$ cat src/rtl/slew_debounce.sv
module slew_debounce #(
  parameter int TICK_DIV = 500,
  parameter int ACC_W    = 18
) (
  input  logic             clk,
  input  logic             rst_n,
  input  logic             din_raw,
  input  logic [ACC_W-1:0] rise_rate,
  input  logic [ACC_W-1:0] fall_rate,
  output logic             dout
);
  localparam int CNT_W = (TICK_DIV > 1) ? $clog2(TICK_DIV) : 1;
  localparam logic [CNT_W-1:0] CNT_LAST = CNT_W'(TICK_DIV - 1);
  localparam logic [ACC_W-1:0] FULL  = '1;
  localparam logic [ACC_W-1:0] HI_TH = {2'b11, {(ACC_W-2){1'b0}}};
  localparam logic [ACC_W-1:0] LO_TH = {2'b01, {(ACC_W-2){1'b0}}};

  logic [1:0]       sync_q;
  logic [CNT_W-1:0] cnt_q;
  logic [ACC_W-1:0] acc_q, acc_n;
  logic [ACC_W:0]   up_sum, dn_dif;
  logic             tick, lvl, dout_n;

  assign lvl    = sync_q[1];
  assign tick   = (cnt_q == CNT_LAST);
  assign up_sum = {1'b0, acc_q} + {1'b0, rise_rate};
  assign dn_dif = {1'b0, acc_q} - {1'b0, fall_rate};

  always_comb begin
    acc_n = acc_q;
    if (tick) begin
      if (lvl) acc_n = up_sum[ACC_W] ? FULL : up_sum[ACC_W-1:0];
      else     acc_n = dn_dif[ACC_W] ? '0   : dn_dif[ACC_W-1:0];
    end
  end

  assign dout_n = (acc_n >= HI_TH) ? 1'b1 : (acc_n <= LO_TH) ? 1'b0 : dout;

  always_ff @(posedge clk) begin
    if (!rst_n) begin
      sync_q <= '0;
      cnt_q  <= '0;
      acc_q  <= '0;
      dout   <= 1'b0;
    end else begin
      sync_q <= {sync_q[0], din_raw};
      cnt_q  <= tick ? '0 : cnt_q + 1'b1;
      acc_q  <= acc_n;
      dout   <= dout_n;
    end
  end

  a_r3_idle_stable: assert property (@(posedge clk) disable iff (!rst_n)
    !tick |=> $stable(acc_q));
  a_r5_up_no_wrap: assert property (@(posedge clk) disable iff (!rst_n)
    (tick && lvl) |=> acc_q >= $past(acc_q));
  a_r5_dn_no_wrap: assert property (@(posedge clk) disable iff (!rst_n)
    (tick && !lvl) |=> acc_q <= $past(acc_q));
  a_r6_high_above: assert property (@(posedge clk) disable iff (!rst_n)
    (acc_q >= HI_TH) |-> dout);
  a_r7_low_below: assert property (@(posedge clk) disable iff (!rst_n)
    (acc_q <= LO_TH) |-> !dout);
  a_r8_band_hold: assert property (@(posedge clk) disable iff (!rst_n)
    (acc_q > LO_TH && acc_q < HI_TH && $past(rst_n)) |-> dout == $past(dout));
  a_r10_rise_freeze: assert property (@(posedge clk) disable iff (!rst_n)
    (tick && lvl && rise_rate == '0) |=> $stable(acc_q));
endmodule

$ cat config.mk
export PLATFORM = sky130hd
export DESIGN_NAME = slew_debounce
export DESIGN_NICKNAME = d
export VERILOG_FILES = /design/src/rtl/slew_debounce.sv
export SDC_FILE = /design/constraint.sdc
export NUM_CORES = 1
export LEC_CHECK = 0
export ABC_AREA = 1
export BUFFER_PORTS_ARGS = -buffer_cell sky130_fd_sc_hd__buf_2
export CAP_MARGIN = 10
export CELL_PAD_IN_SITES_DETAIL_PLACEMENT = 0
export CELL_PAD_IN_SITES_GLOBAL_PLACEMENT = 2
export CORE_UTILIZATION = 31
export DETAILED_ROUTE_END_ITERATION = 16
export GPL_TIMING_DRIVEN = 0
export HOLD_SLACK_MARGIN = 0.15
export PLACE_DENSITY_LB_ADDON = 0.1
export SYNTH_ARGS = -nofsm -noshare
export SYNTH_HDL_FRONTEND = slang
export SYNTH_SLANG_ARGS = --single-unit
export TNS_END_PERCENT = 1
$ cat constraint.sdc
create_clock -name clk -period 2.7 [get_ports clk]
set_clock_uncertainty 0.2 [all_clocks]
set_input_delay 0.54 -clock clk [delete_from_list [all_inputs] [get_ports clk]]
set_output_delay 0.54 -clock clk [all_outputs]
set_load 0.02 [all_outputs]
==> run_results.csv, run 1 <==
group,metric,value,unit
timing,hold_violations,0,
logic_synthesis,syn_area,4019,um2
placed_design,pre_cts_ws,-0.4045,ns
placed_design,gp_congestion,0.8220,
global_route,grt_max_degree,11,
final_layout,fill_cells,1490,
cts,postCtsHoldBufs,0,
timing,finalCritPeriodShare,96.65,%
flow_run,maxCapViolCount,0,
cts,clk_pin_slew_worst_paths,0.05,ns
detailed_routing,wl_per_cell,12.95,um
worst_hold_path,hold_path.class,"register to register",
logic_synthesis,synth_top_area_cell,"nand2_1",
power,ir_worst_vdd,0.2520,mV
timing,drv_slew,0,
final_layout,diodes,0,
timing,maxSlewHeadroom,64.82,%
floorplan,die_w,115.9,um
cts,htreeDepth,2,
floorplan,initial_utilization,31.85,%
logic_synthesis,syn_nets,793,
placed_design,place_area,4429,um2
status,outcome,"finished clean",
floorplan,dieArea,13420,um2
cts,root_buffer,"clkbuf_16",
logic_synthesis,ys_warn_count,0,
logic_synthesis,yosysTopAreaCellShare,24.47,%
worst_setup_path,crit_path_end_kind,"register",
final_layout,nNetsFinal,848,
timing,rsz0062_at_grt,"yes",
final_layout,fin_util,39.88,%
detailed_routing,dr_wl_met3,336,um
logic_synthesis,synthDistinctLibCells,37,
floorplan,core.rowCount,41,
power,power,1.332,mW
global_route,first_global_vias,3913,
worst_setup_path,startpoint_type,"register",
global_route,overflow,0,
logic_synthesis,synth_seq_cells,30,
logic_synthesis,yosysSeqAreaShare,14.94,%
cts,cts_made_buffers,5,
global_route,antenna_found_initial,0,
final_layout,syn2layout_area_growth,25.22,%
final_layout,final_cells,942,
detailed_routing,dr.pass1.iters,4,
detailed_routing,routed.top_layer,"met4",
global_route,grt_pass1_wl,19.11,mm
floorplan,die_h,115.9,um
timing,worst_slack,0.09058,ns
cts,cts_tree,"built",
placed_design,port-buffer-count,39,
detailed_routing,wl_met2,5.554,mm
detailed_routing,drt-met1-wl,6.246,mm
detailed_routing,ant_nets,0,
final_layout,fin_area,5032,um2
detailed_routing,drtIter0Drc,148,
power,power_leakage,2.748,nW
final_layout,drive_gt1_share,22.99,%
power,p_per_area,264.7,nW/um2
timing,min_period,2.609,ns
placed_design,place_inst,926,
detailed_routing,drc,0,
cts,cts_sinks,30,
detailed_routing,vias,4201,
global_route,grt_use_total,18.75,%
detailed_routing,via_per_inst,4.460,
timing,tightest_slew,0.5277,ns
logic_synthesis,synthTopCellsByArea,"nand2_1 (24%), dfxtp_1 (15%), ha_1 (12%)",
logic_synthesis,avgSynthCellArea,5.621,um2
logic_synthesis,netlist_instances,715,
floorplan,num_io_pins,40,
cts,clk_path_buf_depth,2,
worst_setup_path,cp_max_fo,10,
timing,setup_viol,0,
detailed_routing,totalWireLength,12.20,mm
floorplan,core,12620,um2
worst_setup_path,cp.arrival,2.57,ns
worst_setup_path,required,2.66,ns
cts,clock_latency,0.28,ns
placed_design,hpwl,10.48,mm
worst_setup_path,crit_type,"register to register",
timing,fmax,383.2,MHz
layout by cell type (no fill, tap or decap), drive strengths merged, types with 2 or more instances in the layout:
cell	n
buf	52
inv	134
or2	13
nand3b	6
xor2	8
nor3	5
xnor2	6
nand3	58
fa	2
clkbuf	10
ha	37
nand4	12
nor2	79
o21ai	8
nand2	271
a21oi	30
dfxtp	30
cell type report:
cell class              count  area (um2)  area share [%]
multi-input cells         542        3201           63.60
flip-flops and latches     30       624.3           12.41
inverters                 135       509.2           10.12
repair buffers             48       262.8           5.221
well taps                 172       215.2           4.276
clock buffers               6       138.9           2.760
plain buffers               8       51.30           1.019
clock inverters             1       30.03          0.5967
worst max-delay path: stages (launching register included):
cell and delay [ns]:
dfxtp_2 0.33, inv_1 0.07, ha_2 0.17, inv_2 0.07, fa_2 0.38, nand3_2 0.10
nand3_4 0.09, nand2_4 0.09, nand2_4 0.08, buf_8 0.15, nand2_1 0.07, nand3_1 0.07
nand2_1 0.09, nand2_1 0.07, inv_2 0.10, nand3_1 0.08, nor2_1 0.10, nand3_1 0.08
nand2_1 0.07, nor2_1 0.04
timing repair:
item	in CTS	in global routing
resized for setup	15	63
setup buffers	4	5
endpoints found under the setup margin	1	1
pin swaps	6	18
sequential cells by signal (all words and copies together), names as in the netlist:
register and flops:
cnt_q 9, dout 1, sync_q 2, acc_q 18
logic make-up after synthesis:
| logic type | synth area share, % |
|---|---|
| simple gates | 49.28 |
| buf+inv | 13.79 |
| compound gates | 6.414 |
| fa+ha+maj | 12.52 |
| flops | 14.94 |
| xor+xnor | 3.051 |
through the flow:
step,hold WS [ns],TNS [ns]
2_1_floorplan,0.1900,0
6_report,0.2103,0
5_1_grt,0.2308,-0.09145
4_1_cts,0.2128,0
3_5_place_dp,0.2009,-0.5753
3_3_place_gp,0.1971,-0.5325
path summary, 6_finish.rpt:
| check | cells after the start | end | start | slack (ns) |
|---|---|---|---|---|
| worst max-delay path | 19 | dout | acc_q[0] | 0.09 |
| worst min-delay path | 2 | sync_q[1] | sync_q[0] | 0.21 |
| worst max register to register | 19 | dout | acc_q[0] | 0.09 |
| worst min register to register | 2 | sync_q[1] | sync_q[0] | 0.21 |
cells in the mapped netlist (all sizes together):
cell,instances
a211o,1
a21oi,30
a22oi,1
a31oi,1
and2,1
and3,1
buf,4
clkbuf,4
clkinv,1
dfxtp,30
fa,2
ha,37
inv,134
nand2,271
nand3,58
nand3b,6
nand4,12
nor2,79
nor3,5
nor4,1
o21a,1
o21ai,8
or2,13
xnor2,6
xor2,8
layer usage:
metal | global-route usage, % | vias to the layer above
met5 | 0 | -
met4 | 2.564 | 0
met3 | 2.458 | 6
met2 | 31.35 | 43
met1 | 26.16 | 1835
li1 | - | 2317
power breakdown:
group	switching, mW	leakage (nW)	internal, mW
clock	0.187	0.0829	0.454
sequential	0.00248	0.250	0.446
combinational	0.144	2.41	0.0985
Note: power is estimated with default switching activity, not from simulation.
==> run 2: changes to the inputs <==
--- a/config.mk
+++ b/config.mk
@@ -10,7 +10,7 @@
 export CAP_MARGIN = 10
 export CELL_PAD_IN_SITES_DETAIL_PLACEMENT = 0
 export CELL_PAD_IN_SITES_GLOBAL_PLACEMENT = 2
-export CORE_UTILIZATION = 31
+export CORE_UTILIZATION = 30
 export DETAILED_ROUTE_END_ITERATION = 16
 export GPL_TIMING_DRIVEN = 0
 export HOLD_SLACK_MARGIN = 0.15
==> run 2 against run 1 <==
Critical endpoint unchanged. Power rose by 1.8%. Sequential cell count is the same. Design area grew 3.0%.
==> run_results.csv, run 2 (synthesis gave the netlist of run 1 again) <==
group,metric,value,unit
final_layout,drive_gt1_share,25.52,%
global_route,first_global_vias,3975,
final_layout,largest_register_ffs,18,
final_layout,top_register,"acc_q",
worst_setup_path,crit_type,"input pin to register",
cts,clock_latency,0.28,ns
floorplan,core,12820,um2
worst_setup_path,cp.arrival,2.55,ns
cts,cts_tree,"built",
worst_setup_path,path_buf_inv,4,
placed_design,gp_congestion,0.7868,
timing,fmax,387.6,MHz
timing,whs,0.2113,ns
final_layout,top_regs,"acc_q x18, cnt_q x9, sync_q x2",
worst_setup_path,cp_common_cell,"nand2_1",
floorplan,die_h,117.7,um
power,ir_worst_vdd,0.1613,mV
timing,maxSlewHeadroom,62.23,%
cts,postCtsHoldBufs,0,
worst_setup_path,cp_max_fo,5,
global_route,grt_use_total,18.01,%
floorplan,num_io_pins,40,
final_layout,layout_common_cells,"nand2_1 (246), inv_1 (119), nor2_1 (69)",
final_layout,mostFrequentLayoutCell,"nand2_1",
cts,cts_made_buffers,5,
status,outcome,"finished clean",
cts,clk_path_buf_depth,2,
detailed_routing,drc,0,
timing,setup_viol,0,
cts,root_buffer,"clkbuf_16",
detailed_routing,drtIter0Drc,151,
timing,min_period,2.580,ns
floorplan,die_w,117.7,um
worst_setup_path,cpPeakStageDelay,0.23,ns
floorplan,core.rowCount,41,
worst_setup_path,startpoint_type,"input pin",
worst_setup_path,cp.depth,22,
flow_run,maxCapViolCount,0,
placed_design,port-buffer-count,39,
final_layout,multiInputGateArea,3303,um2
final_layout,fin_area,5182,um2
timing,tightest_slew,0.5665,ns
global_route,grt_pass1_wl,19.71,mm
worst_setup_path,crit_path_end_kind,"register",
worst_hold_path,hold_path.class,"register to register",
worst_setup_path,cp-startpoint,"fall_rate[3]",
floorplan,dieArea,13860,um2
cts,cts_sinks,30,
power,power,1.356,mW
global_route,antenna_found_initial,0,
placed_design,place_area,4429,um2
global_route,overflow,0,
final_layout,fill_cells,1476,
detailed_routing,wl_per_cell,13.27,um
detailed_routing,vias,4245,
cts,clk_pin_slew_worst_paths,0.05,ns
cts,htreeDepth,2,
placed_design,hpwl,10.56,mm
timing,finalCritPeriodShare,95.56,%
final_layout,diodes,0,
power,p_per_area,261.7,nW/um2
floorplan,initial_utilization,31.34,%
final_layout,seqCellArea,631.9,um2
worst_setup_path,reg2reg_slack,0.14,ns
detailed_routing,ant_nets,0,
worst_setup_path,rr_worst_depth,19,
worst_setup_path,r2r-start,"acc_q[0]",
worst_setup_path,crit_path_end,"dout",
worst_setup_path,worstPathCellList,"buf_2 > inv_1 > ha_4 > nand2_1 > nand2_1 > nand2_1 > nand2_1 > nand2_1 > nand3_4 > nand2_4 > nand2_8 > buf_8 > nand2_1 > nand3_1 > nand2_1 > nand2_2 > inv_4 > nand3_2 > nor2_2 > nand3_1 > nand2_1 > nor2_1",
detailed_routing,dr.pass1.iters,4,
worst_setup_path,crit_slowest_cell,"ha_4",
final_layout,fin_util,40.41,%
detailed_routing,totalWireLength,12.53,mm
final_layout,nNetsFinal,850,
power,power_leakage,2.783,nW
timing,hold_violations,0,
worst_setup_path,rr_endpoint,"dout",
worst_hold_path,hold_path_depth,2,
worst_setup_path,required,2.67,ns
timing,drv_slew,0,
global_route,grt_max_degree,11,
worst_setup_path,cp_top_family,"simple AND/OR/NAND/NOR gates",
timing,rsz0062_at_grt,"yes",
final_layout,syn2layout_area_growth,28.95,%
detailed_routing,via_per_inst,4.497,
[run 2: area by class of cell]
| cell class | instances | area share, % |
|---|---|---|
| buffer | 8 | 0.9899 |
| clock buffer | 6 | 2.680 |
| clock inverter | 1 | 0.5794 |
| inverter | 135 | 9.971 |
| multi-input combinational | 542 | 63.74 |
| sequential | 30 | 12.19 |
| tap | 172 | 4.153 |
| timing repair buffer | 50 | 5.698 |
[run 2: repair_timing]
action,CTS,global route
setup buffers,3,7
gates resized for setup,16,94
pin swaps,5,26
setup endpoints to repair,1,2
cloned,0,1
[run 2: worst min-delay path by stage]
| stage | from | to | slack [ns] |
|---|---|---|---|
| finish | sync_q[0] | sync_q[1] | 0.21 |
| global placement | sync_q[0] | sync_q[1] | 0.20 |
| detailed placement | sync_q[0] | sync_q[1] | 0.20 |
| floorplan | sync_q[0] | sync_q[1] | 0.19 |
| global route | din_raw | sync_q[0] | 0.26 |
| CTS | sync_q[0] | sync_q[1] | 0.21 |
[run 2: per-layer routing]
metal / vias up / GRT usage (%) / share of wire, %
met3: 7 / 2.471 / 2.7
met1: 1865 / 25.15 / 51
met2: 43 / 29.78 / 46
met5: - / 0 / 0
li1: 2330 / - / -
met4: 0 / 2.644 / 0.47
[run 2: power by group]
group | total (mW) | internal [mW] | switching, mW | leakage, nW
Sequential | 0.445 | 0.442 | 0.00260 | 0.251
Clock | 0.662 | 0.455 | 0.207 | 0.0829
Combinational | 0.249 | 0.102 | 0.147 | 2.45
Total | 1.36 | 0.999 | 0.357 | 2.78
[run 2: through the flow]
step	TNS (ns)	instances	worst slack [ns]
floorplan	0	715	0.1409
global placement	-0.5767	926	-0.4058
detailed placement	-0.5881	926	-0.4171
CTS	0	936	0.003261
global route	-0.04830	944	-0.04830
finish	0	944	0.1200
[run 2: tightest hold or removal path, cell delays in order (launching register included)]
cell     delay, ns
dfxtp_1       0.30
nand2_1       0.04
inv_1         0.04
